--- config.mk ---
export PLATFORM = sky130hd
export DESIGN_NAME = imuldiv_unit
export DESIGN_NICKNAME = d
export VERILOG_FILES = /design/src/rtl/imd_pkg.sv /design/src/rtl/imd_decode.sv /design/src/rtl/imd_mul_step.sv /design/src/rtl/imd_div_step.sv /design/src/rtl/imuldiv_unit.sv
export SDC_FILE = /design/constraint.sdc
export NUM_CORES = 2
export LEC_CHECK = 0
export ABC_AREA = 1
export CORE_ASPECT_RATIO = 1.5
export CORE_MARGIN = 4
export CORE_UTILIZATION = 66
export CTS_BUF_LIST = sky130_fd_sc_hd__clkbuf_8 sky130_fd_sc_hd__clkbuf_16
export CTS_CLUSTER_SIZE = 8
export DETAILED_ROUTE_END_ITERATION = 12
export GPL_TIMING_DRIVEN = 0
export PLACE_DENSITY = 0.86
export REMOVE_ABC_BUFFERS = 1
export SYNTH_ARGS = -nofsm -noshare
export SYNTH_HDL_FRONTEND = slang
export SYNTH_SLANG_ARGS = --single-unit
--- constraint.sdc ---
create_clock -name clk_i -period 16.7 [get_ports clk_i]
set_input_delay 2.505 -clock clk_i [delete_from_list [all_inputs] [get_ports clk_i]]
set_output_delay 2.505 -clock clk_i [all_outputs]
set_load 0.02 [all_outputs]
--- src/rtl/imd_pkg.sv ---
package imd_pkg;
  localparam logic [2:0] OP_MUL   = 3'd0;
  localparam logic [2:0] OP_MULH  = 3'd1;
  localparam logic [2:0] OP_MULHU = 3'd2;
  localparam logic [2:0] OP_DIV   = 3'd3;
  localparam logic [2:0] OP_DIVU  = 3'd4;

  typedef enum logic [2:0] {
    ST_IDLE,
    ST_MUL,
    ST_DIV,
    ST_FIX,
    ST_DZ
  } imd_state_e;
endpackage

--- src/rtl/imd_decode.sv ---
module imd_decode
  import imd_pkg::*;
(
  input  logic [2:0] op_i,
  output logic       is_div_o,
  output logic       sgn_o,
  output logic       high_o
);
  always_comb begin
    is_div_o = 1'b0;
    sgn_o    = 1'b0;
    high_o   = 1'b0;
    case (op_i)
      OP_MULH:  begin sgn_o = 1'b1; high_o = 1'b1; end
      OP_MULHU: high_o = 1'b1;
      OP_DIV:   begin is_div_o = 1'b1; sgn_o = 1'b1; end
      OP_DIVU:  is_div_o = 1'b1;
      default:  ;
    endcase
  end
endmodule

--- src/rtl/imd_mul_step.sv ---
// One radix-2^CHUNK step; the final chunk is taken as signed in signed mode.
module imd_mul_step #(
  parameter int unsigned WIDTH = 32,
  parameter int unsigned CHUNK = 8,
  parameter int unsigned IDX_W = 6
) (
  input  logic [WIDTH:0]     mcand_i,
  input  logic [WIDTH-1:0]   mpl_i,
  input  logic               sgn_i,
  input  logic [IDX_W-1:0]   idx_i,
  output logic [2*WIDTH-1:0] add_o,
  output logic               last_o,
  output logic [WIDTH-1:0]   mpl_nxt_o
);
  localparam int unsigned PW = WIDTH + CHUNK + 2;

  logic signed [CHUNK:0] chunk_s;
  logic signed [PW-1:0]  part;
  logic [2*WIDTH-1:0]    ext;
  logic                  fits_s, fits_u;

  assign fits_s = (&mpl_i[WIDTH-1:CHUNK-1]) | ~(|mpl_i[WIDTH-1:CHUNK-1]);
  assign fits_u = ~(|mpl_i[WIDTH-1:CHUNK]);
  assign last_o = sgn_i ? fits_s : fits_u;

  assign chunk_s = {last_o & sgn_i & mpl_i[CHUNK-1], mpl_i[CHUNK-1:0]};
  assign part    = PW'($signed(mcand_i)) * PW'(chunk_s);
  assign ext     = {{(2*WIDTH-PW){part[PW-1]}}, part};
  assign add_o   = ext << (idx_i * CHUNK);

  assign mpl_nxt_o = sgn_i ? WIDTH'($signed(mpl_i) >>> CHUNK) : (mpl_i >> CHUNK);
endmodule

--- src/rtl/imd_div_step.sv ---
// One restoring-division step on magnitudes.
module imd_div_step #(
  parameter int unsigned WIDTH = 32
) (
  input  logic [WIDTH-1:0] rem_i,
  input  logic [WIDTH-1:0] quo_i,
  input  logic [WIDTH-1:0] dvs_i,
  output logic [WIDTH-1:0] rem_o,
  output logic [WIDTH-1:0] quo_o
);
  logic [WIDTH:0] shifted, diff;
  logic           ge;

  assign shifted = {rem_i, quo_i[WIDTH-1]};
  assign diff    = shifted - {1'b0, dvs_i};
  assign ge      = ~diff[WIDTH];
  assign rem_o   = ge ? diff[WIDTH-1:0] : shifted[WIDTH-1:0];
  assign quo_o   = {quo_i[WIDTH-2:0], ge};
endmodule

--- src/rtl/imuldiv_unit.sv ---
module imuldiv_unit
  import imd_pkg::*;
#(
  parameter int unsigned WIDTH = 32,
  parameter int unsigned CHUNK = 8
) (
  input  logic             clk_i,
  input  logic             rst_ni,
  input  logic             start_i,
  input  logic [2:0]       op_i,
  input  logic [WIDTH-1:0] a_i,
  input  logic [WIDTH-1:0] b_i,
  output logic             busy_o,
  output logic             done_o,
  output logic [WIDTH-1:0] result_o
);
  localparam int unsigned CNT_W = $clog2(WIDTH + 1);
  localparam logic [CNT_W-1:0] DIV_LAST = CNT_W'(WIDTH - 1);

  imd_state_e         state_q;
  logic [CNT_W-1:0]   cnt_q;
  logic               sgn_q, high_q, negq_q;
  logic [WIDTH:0]     mcand_q;
  logic [WIDTH-1:0]   mpl_q;
  logic [2*WIDTH-1:0] acc_q;
  logic [WIDTH-1:0]   rem_q, quo_q, dvs_q;
  logic               done_q;
  logic [WIDTH-1:0]   res_q;

  logic               dec_div, dec_sgn, dec_high;
  logic               accept;
  logic [WIDTH-1:0]   a_mag, b_mag;
  logic [2*WIDTH-1:0] mul_add, acc_nxt;
  logic               mul_last;
  logic [WIDTH-1:0]   mpl_nxt;
  logic [WIDTH-1:0]   rem_nxt, quo_nxt;

  imd_decode u_dec (
    .op_i    (op_i),
    .is_div_o(dec_div),
    .sgn_o   (dec_sgn),
    .high_o  (dec_high)
  );

  imd_mul_step #(.WIDTH(WIDTH), .CHUNK(CHUNK), .IDX_W(CNT_W)) u_mul (
    .mcand_i  (mcand_q),
    .mpl_i    (mpl_q),
    .sgn_i    (sgn_q),
    .idx_i    (cnt_q),
    .add_o    (mul_add),
    .last_o   (mul_last),
    .mpl_nxt_o(mpl_nxt)
  );

  imd_div_step #(.WIDTH(WIDTH)) u_div (
    .rem_i(rem_q),
    .quo_i(quo_q),
    .dvs_i(dvs_q),
    .rem_o(rem_nxt),
    .quo_o(quo_nxt)
  );

  assign accept  = start_i && (state_q == ST_IDLE);
  assign a_mag   = (dec_sgn && a_i[WIDTH-1]) ? -a_i : a_i;
  assign b_mag   = (dec_sgn && b_i[WIDTH-1]) ? -b_i : b_i;
  assign acc_nxt = acc_q + mul_add;

  always_ff @(posedge clk_i or negedge rst_ni) begin
    if (!rst_ni) begin
      state_q <= ST_IDLE;
      cnt_q   <= '0;
      sgn_q   <= 1'b0;
      high_q  <= 1'b0;
      negq_q  <= 1'b0;
      mcand_q <= '0;
      mpl_q   <= '0;
      acc_q   <= '0;
      rem_q   <= '0;
      quo_q   <= '0;
      dvs_q   <= '0;
      done_q  <= 1'b0;
      res_q   <= '0;
    end else begin
      done_q <= 1'b0;
      case (state_q)
        ST_IDLE: begin
          if (accept) begin
            cnt_q <= '0;
            if (dec_div) begin
              if (b_i == '0) begin
                state_q <= ST_DZ;
              end else begin
                state_q <= ST_DIV;
                rem_q   <= '0;
                quo_q   <= a_mag;
                dvs_q   <= b_mag;
                negq_q  <= dec_sgn & (a_i[WIDTH-1] ^ b_i[WIDTH-1]);
              end
            end else begin
              state_q <= ST_MUL;
              sgn_q   <= dec_sgn;
              high_q  <= dec_high;
              mcand_q <= {dec_sgn & a_i[WIDTH-1], a_i};
              mpl_q   <= b_i;
              acc_q   <= '0;
            end
          end
        end
        ST_MUL: begin
          acc_q <= acc_nxt;
          mpl_q <= mpl_nxt;
          cnt_q <= cnt_q + CNT_W'(1);
          if (mul_last) begin
            state_q <= ST_IDLE;
            done_q  <= 1'b1;
            res_q   <= high_q ? acc_nxt[2*WIDTH-1:WIDTH] : acc_nxt[WIDTH-1:0];
          end
        end
        ST_DIV: begin
          rem_q <= rem_nxt;
          quo_q <= quo_nxt;
          cnt_q <= cnt_q + CNT_W'(1);
          if (cnt_q == DIV_LAST) state_q <= ST_FIX;
        end
        ST_FIX: begin
          state_q <= ST_IDLE;
          done_q  <= 1'b1;
          res_q   <= negq_q ? -quo_q : quo_q;
        end
        ST_DZ: begin
          state_q <= ST_IDLE;
          done_q  <= 1'b1;
          res_q   <= '0;
        end
        default: state_q <= ST_IDLE;
      endcase
    end
  end

  assign busy_o   = (state_q != ST_IDLE);
  assign done_o   = done_q;
  assign result_o = res_q;
endmodule

==> impl_metrics.py <==
metrics = {
    "grt": {
        "grt_pass1_wl_um": 169400,
        "antenna_found_initial": 3,
        "track_usage_pct": 40.36,
        "grt_max_degree": 124,
        "grt_pass1_vias": 32230,
        "grt_overflow": 0,
    },
    "placed_design": {
        "dpl.hpwl_um": 83710,
        "portBuffers": 103,
        "gp_congestion": 1.043,
    },
    "timing": {
        "finalHoldViolations": 0,
        "fin_crit_ns": 10.93,
        "worstMarginPinSlew_ns": 1.434,
        "slew_headroom_pct": 4.407,
        "rsz0062_at_grt": "no",
        "finClkSkew_ns": 0.03579,
        "fmax_mhz": 91.49,
        "setup_viol": 0,
        "tns_ns": 0,
        "min_period_over_period_pct": 65.45,
        "finalMaxSlewViolations": 0,
    },
    "critical_path": {
        "rrSetupSlack_ns": 5.77,
        "crit_path_end_kind": "flip-flop",
        "ff2ff_path_depth": 34,
        "worst_ep_required_time_ns": 17.10,
        "crit_type": "flip-flop to flip-flop",
        "crit_start": "mpl_q[7]",
        "max_stage_delay_ns": 0.93,
        "cp_max_fo": 35,
        "crit_arrival_ns": 11.33,
        "startpoint_type": "flip-flop",
        "crit_slowest_cell": "dfrtp_2",
        "timing.rr.end": "result_o[11]",
        "r2r-start": "mpl_q[7]",
    },
    "drt": {
        "viasPerCell": 5.984,
        "dr_total_vias": 32120,
        "dr.pass1.iters": 6,
        "route.final.wire_length_um": 106700,
        "drc": 0,
        "drtAntennaViolNets": 0,
        "wl_per_cell_um": 19.88,
        "drt_iter0_markers": 3225,
    },
    "floorplanning": {
        "die_x_um": 188.6,
        "rows": 99,
        "coreArea_mm2": 0.04856,
        "initial_utilization_pct": 66.48,
        "die-height_um": 278.9,
        "io_pins": 104,
        "die_area_mm2": 0.05259,
    },
    "clock_network": {
        "cts-root-buf": "clkbuf_16",
        "clk_pin_slew_ns": 0.05,
        "cts_sinks": 270,
        "cts.htree.levels": 2,
        "cts_resized": 0,
        "cts_buffers": 40,
        "cts_tree": "built",
        "post_cts_buffers": 0,
        "clkLatencyLatePin_ns": 0.57,
        "cts.path.max_buffers": 3,
        "cts_hold_buffers": 0,
    },
    "final_layout": {
        "drive_gt1_share_pct": 3.736,
        "fillers": 4135,
        "final_cell_mix": "1185 x nand2_1, 846 x inv_1, 378 x nor2_1",
        "seq_area_mm2": 0.006768,
        "fin_nets": 5198,
        "syn_to_final_growth_pct": 8.019,
        "multiInputGateArea_mm2": 0.02156,
        "mostFrequentLayoutCell": "nand2_1",
    },
    "logic_synthesis": {
        "synthesis.instances": 4738,
        "ys_ff_latch": 270,
        "synth_edf_count": 0,
        "ys_seq_area_share_pct": 20.93,
        "yosys.cell_types.count": 67,
        "syn_area_mm2": 0.03228,
        "syn_avg_cell_area_um2": 6.813,
        "synthArstFlopShare_pct": 100.0,
        "yosysWarnings": 0,
        "ys.flop_type": "dfrtp_1",
    },
    "min_path": {
        "min_to": "dvs_q[21]",
        "hold_path_depth": 2,
        "hp-class": "flip-flop to flip-flop",
        "min_from": "dvs_q[21]",
    },
    "run_status": {
        "outcome": "finished clean",
    },
    "run": {
        "max-cap-violations": 0,
    },
}
## worst max-delay path by stage
stage | slack, ns | to | cells after the start
2_1_floorplan | 8.40 | result_o[27] | 40
6_report | 5.77 | result_o[11] | 34
4_1_cts | 6.12 | result_o[11] | 34
5_1_grt | 5.37 | result_o[27] | 41
3_3_place_gp | 1.10 | rem_q[17] | 1
3_5_place_dp | 6.18 | result_o[11] | 34
## sequential cells by signal, summed over array words and instances, names as in the netlist, 3 cells and up
name      count
mcand_q      33
result_o     32
state_q       3
dvs_q        32
cnt_q         6
mpl_q        32
acc_q        64
quo_q        32
rem_q        32
## layout make-up
cell class / instances / area share, %
multi-input combinational: 3405 / 61.83
clock inverter: 9 / 0.2763
tap: 656 / 2.354
antenna: 1 / 0.007176
clock buffer: 41 / 2.910
inverter: 869 / 9.354
sequential: 270 / 19.41
timing repair buffer: 117 / 3.864
## metal layers
metal,routed length [µm],vias up,global-route usage (%)
met2,51380,1518,69.19
met4,8361,4,25.61
met1,38950,15230,47.04
met5,29,-,0
met3,8009,449,6.678
li1,-,14920,-
## per-stage QoR
stage / instances / setup WS (ns) / utilization, % / hold WS, ns / cell area, µm²
global route: 5367 / 5.368 / 71.81 / 0.5081 / 34870
floorplan: 4544 / 8.396 / - / 0.4530 / 31520
CTS: 5366 / 6.123 / 71.77 / 0.4864 / 34850
global placement: 5303 / 1.100 / 68.73 / 0.4672 / 33370
finish: 5368 / 5.770 / 71.82 / 0.4844 / 34870
detailed placement: 5316 / 6.175 / 69.48 / 0.4732 / 33740
## Yosys cell counts (4+ instances only)
| master | n | share of area (%) |
|---|---|---|
| xor2_1 | 67 | 1.8 |
| a31oi_1 | 59 | 1.1 |
| a21o_1 | 29 | 0.67 |
| o211ai_1 | 41 | 0.95 |
| nand3b_1 | 11 | 0.26 |
| ha_1 | 185 | 7.2 |
| fa_1 | 240 | 15 |
| o21a_1 | 11 | 0.26 |
| or2_2 | 7 | 0.14 |
| xnor2_1 | 48 | 1.3 |
| nand2_1 | 1187 | 14 |
| dfrtp_1 | 270 | 21 |
| nor2_2 | 8 | 0.16 |
| a22o_1 | 9 | 0.24 |
| o22ai_1 | 19 | 0.37 |
| o21ai_2 | 9 | 0.24 |
| o21ai_1 | 75 | 1.2 |
| a21boi_1 | 4 | 0.093 |
| o21ai_0 | 327 | 5.1 |
| o21bai_1 | 25 | 0.58 |
| buf_1 | 36 | 0.42 |
| a211oi_1 | 5 | 0.12 |
| mux2i_1 | 8 | 0.25 |
| o31ai_1 | 7 | 0.16 |
| buf_2 | 12 | 0.19 |
| inv_1 | 846 | 9.8 |
| nor3_1 | 50 | 0.78 |
| a32o_1 | 8 | 0.25 |
| nor4_1 | 19 | 0.37 |
| a32oi_1 | 4 | 0.11 |
| nor3_2 | 9 | 0.28 |
| nor2_4 | 4 | 0.14 |
| nand2_2 | 10 | 0.19 |
| a21oi_2 | 4 | 0.11 |
| or2_1 | 4 | 0.078 |
| a21oi_1 | 290 | 4.5 |
| nand3_1 | 161 | 2.5 |
| clkbuf_1 | 142 | 1.7 |
| nor2_1 | 384 | 4.5 |
| nand3_2 | 7 | 0.22 |
| inv_2 | 20 | 0.23 |
| a21boi_0 | 4 | 0.093 |
| nand4_1 | 37 | 0.72 |
## critical path: cells and delay by family, from the launching register on
kind / cells / cell delay (ns)
compound gates: 10 / 2.59
fa+ha+maj: 7 / 3.03
simple gates: 15 / 4.02
flops: 1 / 0.93
buf+inv: 2 / 0.14
## cell families after synthesis
logic type	count (synthesis)	synth area share, %
xor gates and xnor gates	115	3.120
DFF	270	20.93
and+or+nand+nor	1911	24.53
buffers and inverters	1063	12.46
adders and majority gates	425	22.05
muxes	8	0.2481
AOI/OAI and AO/OA	946	16.65
Power is left out: the tool's default activity adds up to more than one toggle a clock period on the data nets, which glitch-free logic cannot reach.
